<file path="src/rtl/pq_rmw_pkg.sv">
package pq_rmw_pkg;

    localparam logic [7:0] GF_POLY_LOW = 8'h1D;

    typedef enum logic [1:0] {
        ST_IDLE  = 2'd0,
        ST_ACCUM = 2'd1,
        ST_SHIFT = 2'd2
    } pq_state_e;

    typedef struct packed {
        logic ld;   // first delta of a column
        logic acc;  // further delta absorbed
        logic shf;  // data-free doubling
        logic fin;  // results written this cycle
    } pq_op_t;

    function automatic logic [7:0] gf_times2(input logic [7:0] b);
        return {b[6:0], 1'b0} ^ (b[7] ? GF_POLY_LOW : 8'h00);
    endfunction

endpackage

</file>
<file path="src/rtl/gf_dbl_word.sv">
module gf_dbl_word
    import pq_rmw_pkg::*;
#(
    parameter int LANES = 16
) (
    input  logic [8*LANES-1:0] din,
    output logic [8*LANES-1:0] dout
);
    for (genvar l = 0; l < LANES; l++) begin : g_lane
        assign dout[8*l +: 8] = gf_times2(din[8*l +: 8]);
    end
endmodule

</file>
<file path="src/rtl/pq_ctrl.sv">
module pq_ctrl
    import pq_rmw_pkg::*;
#(
    parameter int IDX_W = 4
) (
    input  logic             clk,
    input  logic             rst,
    input  logic             dlt_valid,
    input  logic [IDX_W-1:0] start_idx,
    input  logic [IDX_W-1:0] stop_idx,
    output logic             dlt_ready,
    output pq_op_t           op,
    output logic             out_valid,
    output logic             cfg_err
);
    localparam logic [IDX_W-1:0] ONE = IDX_W'(1);

    pq_state_e        st, nxt;
    logic [IDX_W-1:0] start_l, rem, cnt;
    logic             fire, bad;

    assign dlt_ready = (st != ST_SHIFT);
    assign fire      = dlt_valid && dlt_ready;

    always_comb begin
        op  = '0;
        nxt = st;
        bad = 1'b0;
        case (st)
            ST_IDLE: if (fire) begin
                if (start_idx > stop_idx) begin
                    bad = 1'b1;
                end else begin
                    op.ld = 1'b1;
                    if (start_idx == stop_idx) begin
                        op.fin = (start_idx == '0);
                        nxt    = (start_idx == '0) ? ST_IDLE : ST_SHIFT;
                    end else begin
                        nxt = ST_ACCUM;
                    end
                end
            end
            ST_ACCUM: if (fire) begin
                op.acc = 1'b1;
                if (rem == ONE) begin
                    op.fin = (start_l == '0);
                    nxt    = (start_l == '0) ? ST_IDLE : ST_SHIFT;
                end
            end
            ST_SHIFT: begin
                op.shf = 1'b1;
                if (cnt == ONE) begin
                    op.fin = 1'b1;
                    nxt    = ST_IDLE;
                end
            end
            default: nxt = ST_IDLE;
        endcase
    end

    always_ff @(posedge clk) begin
        if (rst) begin
            st        <= ST_IDLE;
            start_l   <= '0;
            rem       <= '0;
            cnt       <= '0;
            out_valid <= 1'b0;
            cfg_err   <= 1'b0;
        end else begin
            st        <= nxt;
            out_valid <= op.fin;
            cfg_err   <= bad;
            if (op.ld) begin
                start_l <= start_idx;
                rem     <= stop_idx - start_idx;
                cnt     <= start_idx;
            end
            if (op.acc) rem <= rem - ONE;
            if (op.shf) cnt <= cnt - ONE;
        end
    end

    // quiet outputs after reset
    assert_reset_quiet_R1: assert property (@(posedge clk)
        rst |=> (!out_valid && !cfg_err && dlt_ready));

    // single delta at index 0 gives a strobe on the next cycle
    assert_single_zero_R5: assert property (@(posedge clk) disable iff (rst)
        (st == ST_IDLE && dlt_valid && start_idx == '0 && stop_idx == '0) |=> out_valid);

    // the last doubling is followed by the strobe and a ready block
    assert_shift_end_R6: assert property (@(posedge clk) disable iff (rst)
        (st == ST_SHIFT && cnt == ONE) |=> (out_valid && dlt_ready));

    // latched start index does not move inside a column
    assert_start_held_R7: assert property (@(posedge clk) disable iff (rst)
        (st != ST_IDLE) |=> $stable(start_l));

    // a refused column never produces a result strobe
    assert_err_no_out_R8: assert property (@(posedge clk) disable iff (rst)
        cfg_err |-> !out_valid);

endmodule

</file>
<file path="src/rtl/pq_dp.sv">
module pq_dp
    import pq_rmw_pkg::*;
#(
    parameter int LANES = 16
) (
    input  logic               clk,
    input  logic               rst,
    input  pq_op_t             op,
    input  logic [8*LANES-1:0] dlt_data,
    input  logic [8*LANES-1:0] old_p,
    input  logic [8*LANES-1:0] old_q,
    output logic [8*LANES-1:0] new_p,
    output logic [8*LANES-1:0] new_q
);
    localparam int W = 8 * LANES;

    logic [W-1:0] p_acc, q_acc, oldq_l, q_dbl, p_nxt, q_nxt;

    gf_dbl_word #(.LANES(LANES)) u_dbl (.din(q_acc), .dout(q_dbl));

    always_comb begin
        p_nxt = p_acc;
        q_nxt = q_acc;
        if (op.ld) begin
            p_nxt = old_p ^ dlt_data;
            q_nxt = dlt_data;
        end else if (op.acc) begin
            p_nxt = p_acc ^ dlt_data;
            q_nxt = q_dbl ^ dlt_data;
        end else if (op.shf) begin
            q_nxt = q_dbl;
        end
    end

    always_ff @(posedge clk) begin
        if (rst) begin
            p_acc  <= '0;
            q_acc  <= '0;
            oldq_l <= '0;
            new_p  <= '0;
            new_q  <= '0;
        end else begin
            p_acc <= p_nxt;
            q_acc <= q_nxt;
            if (op.ld) oldq_l <= old_q;
            if (op.fin) begin
                new_p <= p_nxt;
                new_q <= (op.ld ? old_q : oldq_l) ^ q_nxt;
            end
        end
    end

    // with a zero delta, a doubling step keeps P unchanged
    assert_p_hold_on_shift_R4: assert property (@(posedge clk) disable iff (rst)
        op.shf |=> $stable(p_acc));

endmodule

</file>
<file path="src/rtl/pq_rmw_updater.sv">
module pq_rmw_updater
    import pq_rmw_pkg::*;
#(
    parameter int LANES = 16,
    parameter int IDX_W = 4
) (
    input  logic               clk,
    input  logic               rst,
    input  logic [IDX_W-1:0]   start_idx,
    input  logic [IDX_W-1:0]   stop_idx,
    input  logic [8*LANES-1:0] old_p,
    input  logic [8*LANES-1:0] old_q,
    input  logic               dlt_valid,
    input  logic [8*LANES-1:0] dlt_data,
    output logic               dlt_ready,
    output logic               out_valid,
    output logic [8*LANES-1:0] new_p,
    output logic [8*LANES-1:0] new_q,
    output logic               cfg_err
);
    pq_op_t op;

    pq_ctrl #(.IDX_W(IDX_W)) u_ctrl (
        .clk(clk), .rst(rst), .dlt_valid(dlt_valid),
        .start_idx(start_idx), .stop_idx(stop_idx),
        .dlt_ready(dlt_ready), .op(op),
        .out_valid(out_valid), .cfg_err(cfg_err)
    );

    pq_dp #(.LANES(LANES)) u_dp (
        .clk(clk), .rst(rst), .op(op), .dlt_data(dlt_data),
        .old_p(old_p), .old_q(old_q), .new_p(new_p), .new_q(new_q)
    );
endmodule

</file>
<file path="config.mk">
export PLATFORM = sky130hd
export DESIGN_NAME = pq_rmw_updater
export DESIGN_NICKNAME = d
export VERILOG_FILES = /design/src/rtl/pq_rmw_pkg.sv /design/src/rtl/gf_dbl_word.sv /design/src/rtl/pq_ctrl.sv /design/src/rtl/pq_dp.sv /design/src/rtl/pq_rmw_updater.sv
export SDC_FILE = /design/constraint.sdc
export NUM_CORES = 2
export LEC_CHECK = 0
export BUFFER_PORTS_ARGS = -buffer_cell sky130_fd_sc_hd__buf_2
export CORE_ASPECT_RATIO = 1.5
export CORE_MARGIN = 2
export CORE_UTILIZATION = 55
export CTS_BUF_LIST = sky130_fd_sc_hd__clkbuf_4
export CTS_CLUSTER_SIZE = 28
export DETAILED_ROUTE_END_ITERATION = 8
export PLACE_DENSITY_LB_ADDON = 0.2
export SYNTH_ARGS = -nofsm -noshare
export SYNTH_HDL_FRONTEND = slang
export SYNTH_SLANG_ARGS = --single-unit
</file>
<file path="constraint.sdc">
create_clock -name clk -period 4.5 [get_ports clk]
set_input_delay 1.35 -clock clk [delete_from_list [all_inputs] [get_ports clk]]
set_output_delay 1.35 -clock clk [all_outputs]
set_load 0.02 [all_outputs]
</file>
==> summary.md <==
| Metric | Value |
|---|---|
| Ys async rst share | `0` |
| Number of buffers created by CTS | `163` |
| Layout fillers | `5838` |
| Level count of the clock H-tree | `4` |
| Number of resized instances in the post-cts repair step | `0` |
| Worst-Margin Slew | `1.042 ns` |
| Number of antenna violations at the first check in global routing | `35` |
| Min-Delay Path Depth | `2` |
| Global-route usage over all layers | `0.3517` |
| Length of the first detailed-routing pass in iterations | `6` |
| Final hold slack | `about 0.45 ns` |
| Count of max-cap constraint violations | `0` |
| Setup crit start kind | `flip-flop` |
| Maximum fanout count along the critical path | `46` |
| Power density over the cells | `353.6 nW/µm²` |
| GP Congestion | `0.8497` |
| Hold violation count in the final report | `0` |
| Sequential area share after synthesis | `0.3623` |
| Area of the mapped netlist | `36250 µm²` |
| Max-Slew Margin vs Limit | `0.3041` |
| Number of cells in the design after placement | `5600` |
| Number of global-route vias before repair | `34880` |
| Total vias in the final route | `36820` |
| Worst clock skew on the final layout | `0.06521 ns` |
| Area growth syn-to-layout | `16.19%` |
| Via density per instance | `about 6.3` |
| Final sum of negative setup slack | `0 ns` |
| Detailed Place HPWL | `slightly below 80 mm` |
| Area occupied by multi-input gates | `21380 µm²` |
| Die W | `~210 µm` |
| Final Non-Filler Cells | `about 5900` |
| Count of flip-flops with a built-in enable after synthesis | `0` |
| Share of the cycle needed by the critical path after routing | `0.8593` |
| Peak ir drop on the vdd network | `235.6 µV` |
| Family of cells with the greatest summed delay on the critical path | `flip-flops` |
| Net Count, Synth | `4816` |
| Flip-flop and latch count after synthesis | `656` |
| Number of buffers on the longest clock path | `3` |
| Post-detailed-placement cell area | `40070 µm²` |
| Post-Syn Area per Cell | `approximately 8.2 µm²` |
| Wire length per cell after detailed routing | `21.07 µm` |
| Number of endpoints failing setup at the final stage | `0` |
| Final Slew Violations | `0` |
| Rows | `115` |
| Hold_buf cts | `0` |
| CTS Root Buffer Type | `sky130_fd_sc_hd__clkbuf_4` |
| Distinct cell type count after synthesis | `59` |
| Largest stage delay on the critical path | `0.71 ns` |
| Required time of the worst setup path | `3.15 ns` |
| Initial DRC Count | `3078` |
| List of cells traversed by the critical path | `nor2b_4 > clkinv_1 > buf_2` |
| Endpoint arrival time on the critical path | `2.52 ns` |
| Clock-pin slew reported for the worst setup and hold paths after clock tree synthesis | `0.08 ns` |
| Buffer count from post-CTS setup fixing | `0` |
| Initial core utilization | `0.5537` |
| Height of the chip | `318.4 µm` |
| Routed wire length | `124.1 mm` |
| Port Buffers | `around 650` |
| Largest net degree at the start of global routing | `190` |
| Period minus WS final | `3.867 ns` |
| First-pass GRT wire length | `190.6 mm` |
| Leakage power total | `16.97 nW` |
| YS warnings | `0` |
| Count of cells along the worst register-to-register path | `8` |
| Post-Syn Instances | `4412` |
| Total stage count of the critical path | `3` |
| Status | `completed` |
| Proportion of netlist area held by the largest area contributor | `0.3623` |
| Buffers & Inverters on Critical Path | `2` |
| Critical Path Slowest Stage Cell | `sky130_fd_sc_hd__dfxtp_4` |
| Number of sinks on the clock net | `656` |
| Unrepaired setup endpoints after global routing | `no` |
| Maximum clock rate | `between 200 and 300 MHz` |
| Overflow after GRT | `0` |
| Total non-filler cell area in the finished layout | `42120 µm²` |
| Type of the tightest min-delay check | `reg -> reg` |
| Primary flip-flop cell chosen by synthesis mapping | `sky130_fd_sc_hd__dfxtp_1` |
| Clock tree from TritonCTS | `built` |
| Flip-flop and latch area | `13140 µm²` |
| Share of final-layout standard cells stronger than drive strength 1 | `0.2032` |
| Antenna viol nets, final | `0` |
| Area contributors post-synth | `sky130_fd_sc_hd__dfxtp_1 (36%), sky130_fd_sc_hd__nand2_1 (6.4%), sky130_fd_sc_hd__o2111a_1 (5.3%)` |
| IO Pins | `654` |
| Most frequent cells in the layout | `sky130_fd_sc_hd__dfxtp_1 (654), sky130_fd_sc_hd__buf_2 (651), sky130_fd_sc_hd__nand2_1 (620), sky130_fd_sc_hd__nor2_1 (511), sky130_fd_sc_hd__o21ai_0 (303)` |
| Synth area leader | `sky130_fd_sc_hd__dfxtp_1` |
| Die footprint | `~68000 µm²` |
| Most common cell after layout, fill and taps aside | `sky130_fd_sc_hd__dfxtp_1` |
| Fin nets | `5292` |
| Sort of element at the end of the critical path | `output port` |
| Worst-Skew Late Latency | `slightly below 1 ns` |
| Core region area | `65470 µm²` |
| Crit Path Category | `reg -> out` |
| Final routed DRC violation total | `0` |
[metrics by stage]
step           worst slack (ns)  power [mW]  utilization
2_1_floorplan            0.7013       8.837            -
3_3_place_gp             0.3737       9.826       0.6120
3_5_place_dp             0.3429       9.881       0.6120
4_1_cts                  0.5944       14.92       0.6424
5_1_grt                  0.5259       15.59       0.6432
6_report                 0.6333       14.89       0.6433
[final cells by class]
cell class              instances  share of cell area
multi-input cells            3312              0.5076
flip-flops and latches        656              0.3120
repair buffers                740              0.1041
clock buffers                 235             0.04189
well taps                     877             0.02605
clock inverters                28            0.005288
inverters                      15            0.001545
diodes                         26            0.001545
[tightest hold or removal path, stage by stage, from the launching register on]
cell and delay [ns]:
sky130_fd_sc_hd__dfxtp_1 0.31, sky130_fd_sc_hd__nand2_1 0.05, sky130_fd_sc_hd__a21oi_1 0.05
[routing by layer]
metal | GRT usage | vias up | part of all wire
li1 | - | 17150 | -
met1 | 0.4216 | 17700 | 0.39
met2 | 0.5758 | 1603 | 0.48
met3 | 0.08136 | 349 | 0.083
met4 | 0.1960 | 22 | 0.048
met5 | 0 | - | 0.0011
[registers in the layout, indices dropped and copies added (netlist names)]
register / flops
u_ctrl.out_valid: 1
u_dp.q_acc: 128
u_dp.oldq_l: 128
u_ctrl.cfg_err: 1
u_dp.new_p: 128
u_ctrl.cnt: 4
u_dp.new_q: 128
u_dp.p_acc: 128
u_ctrl.st: 2
u_ctrl.rem: 4
u_ctrl.start_l: 4
[path summary, 6_finish.rpt]
| kind | start | to | slack, ns |
|---|---|---|---|
| min | u_dp.new_p[14] | u_dp.new_p[14] | 0.45 |
| max reg2reg | u_ctrl.st[1] | u_dp.new_q[100] | 1.39 |
| min reg2reg | u_dp.new_p[14] | u_dp.new_p[14] | 0.45 |
| max | u_ctrl.st[1] | dlt_ready | 0.63 |
[power breakdown]
part / switching, mW / internal (mW) / total [mW]
Combinational: 1.93 / 1.32 / 3.25
Clock: 2.47 / 2.60 / 5.07
Sequential: 0.387 / 6.18 / 6.57
[synth_stat cells (all sizes together), types with 127 or more instances]
master,count
mux2i,160
nand2,620
xnor2,210
o21ai,303
and2,132
o2111a,172
a221oi,127
a21oi,271
o2111ai,132
nor2,514
xor2,127
clkbuf,337
dfxtp,656
[kinds of logic (layout without fill, tap and decap cells)]
group	Yosys count	count (layout)	share of synthesized area
fa+ha+maj	9	9	0.003314
other cells	0	26	0
compound gates	1334	1334	0.2708
flops	656	656	0.3623
buf+inv	444	1018	0.05095
mux	161	161	0.04449
xor+xnor	337	337	0.08142
simple gates	1471	1471	0.1867
Note: power is estimated with default switching activity, not from simulation.
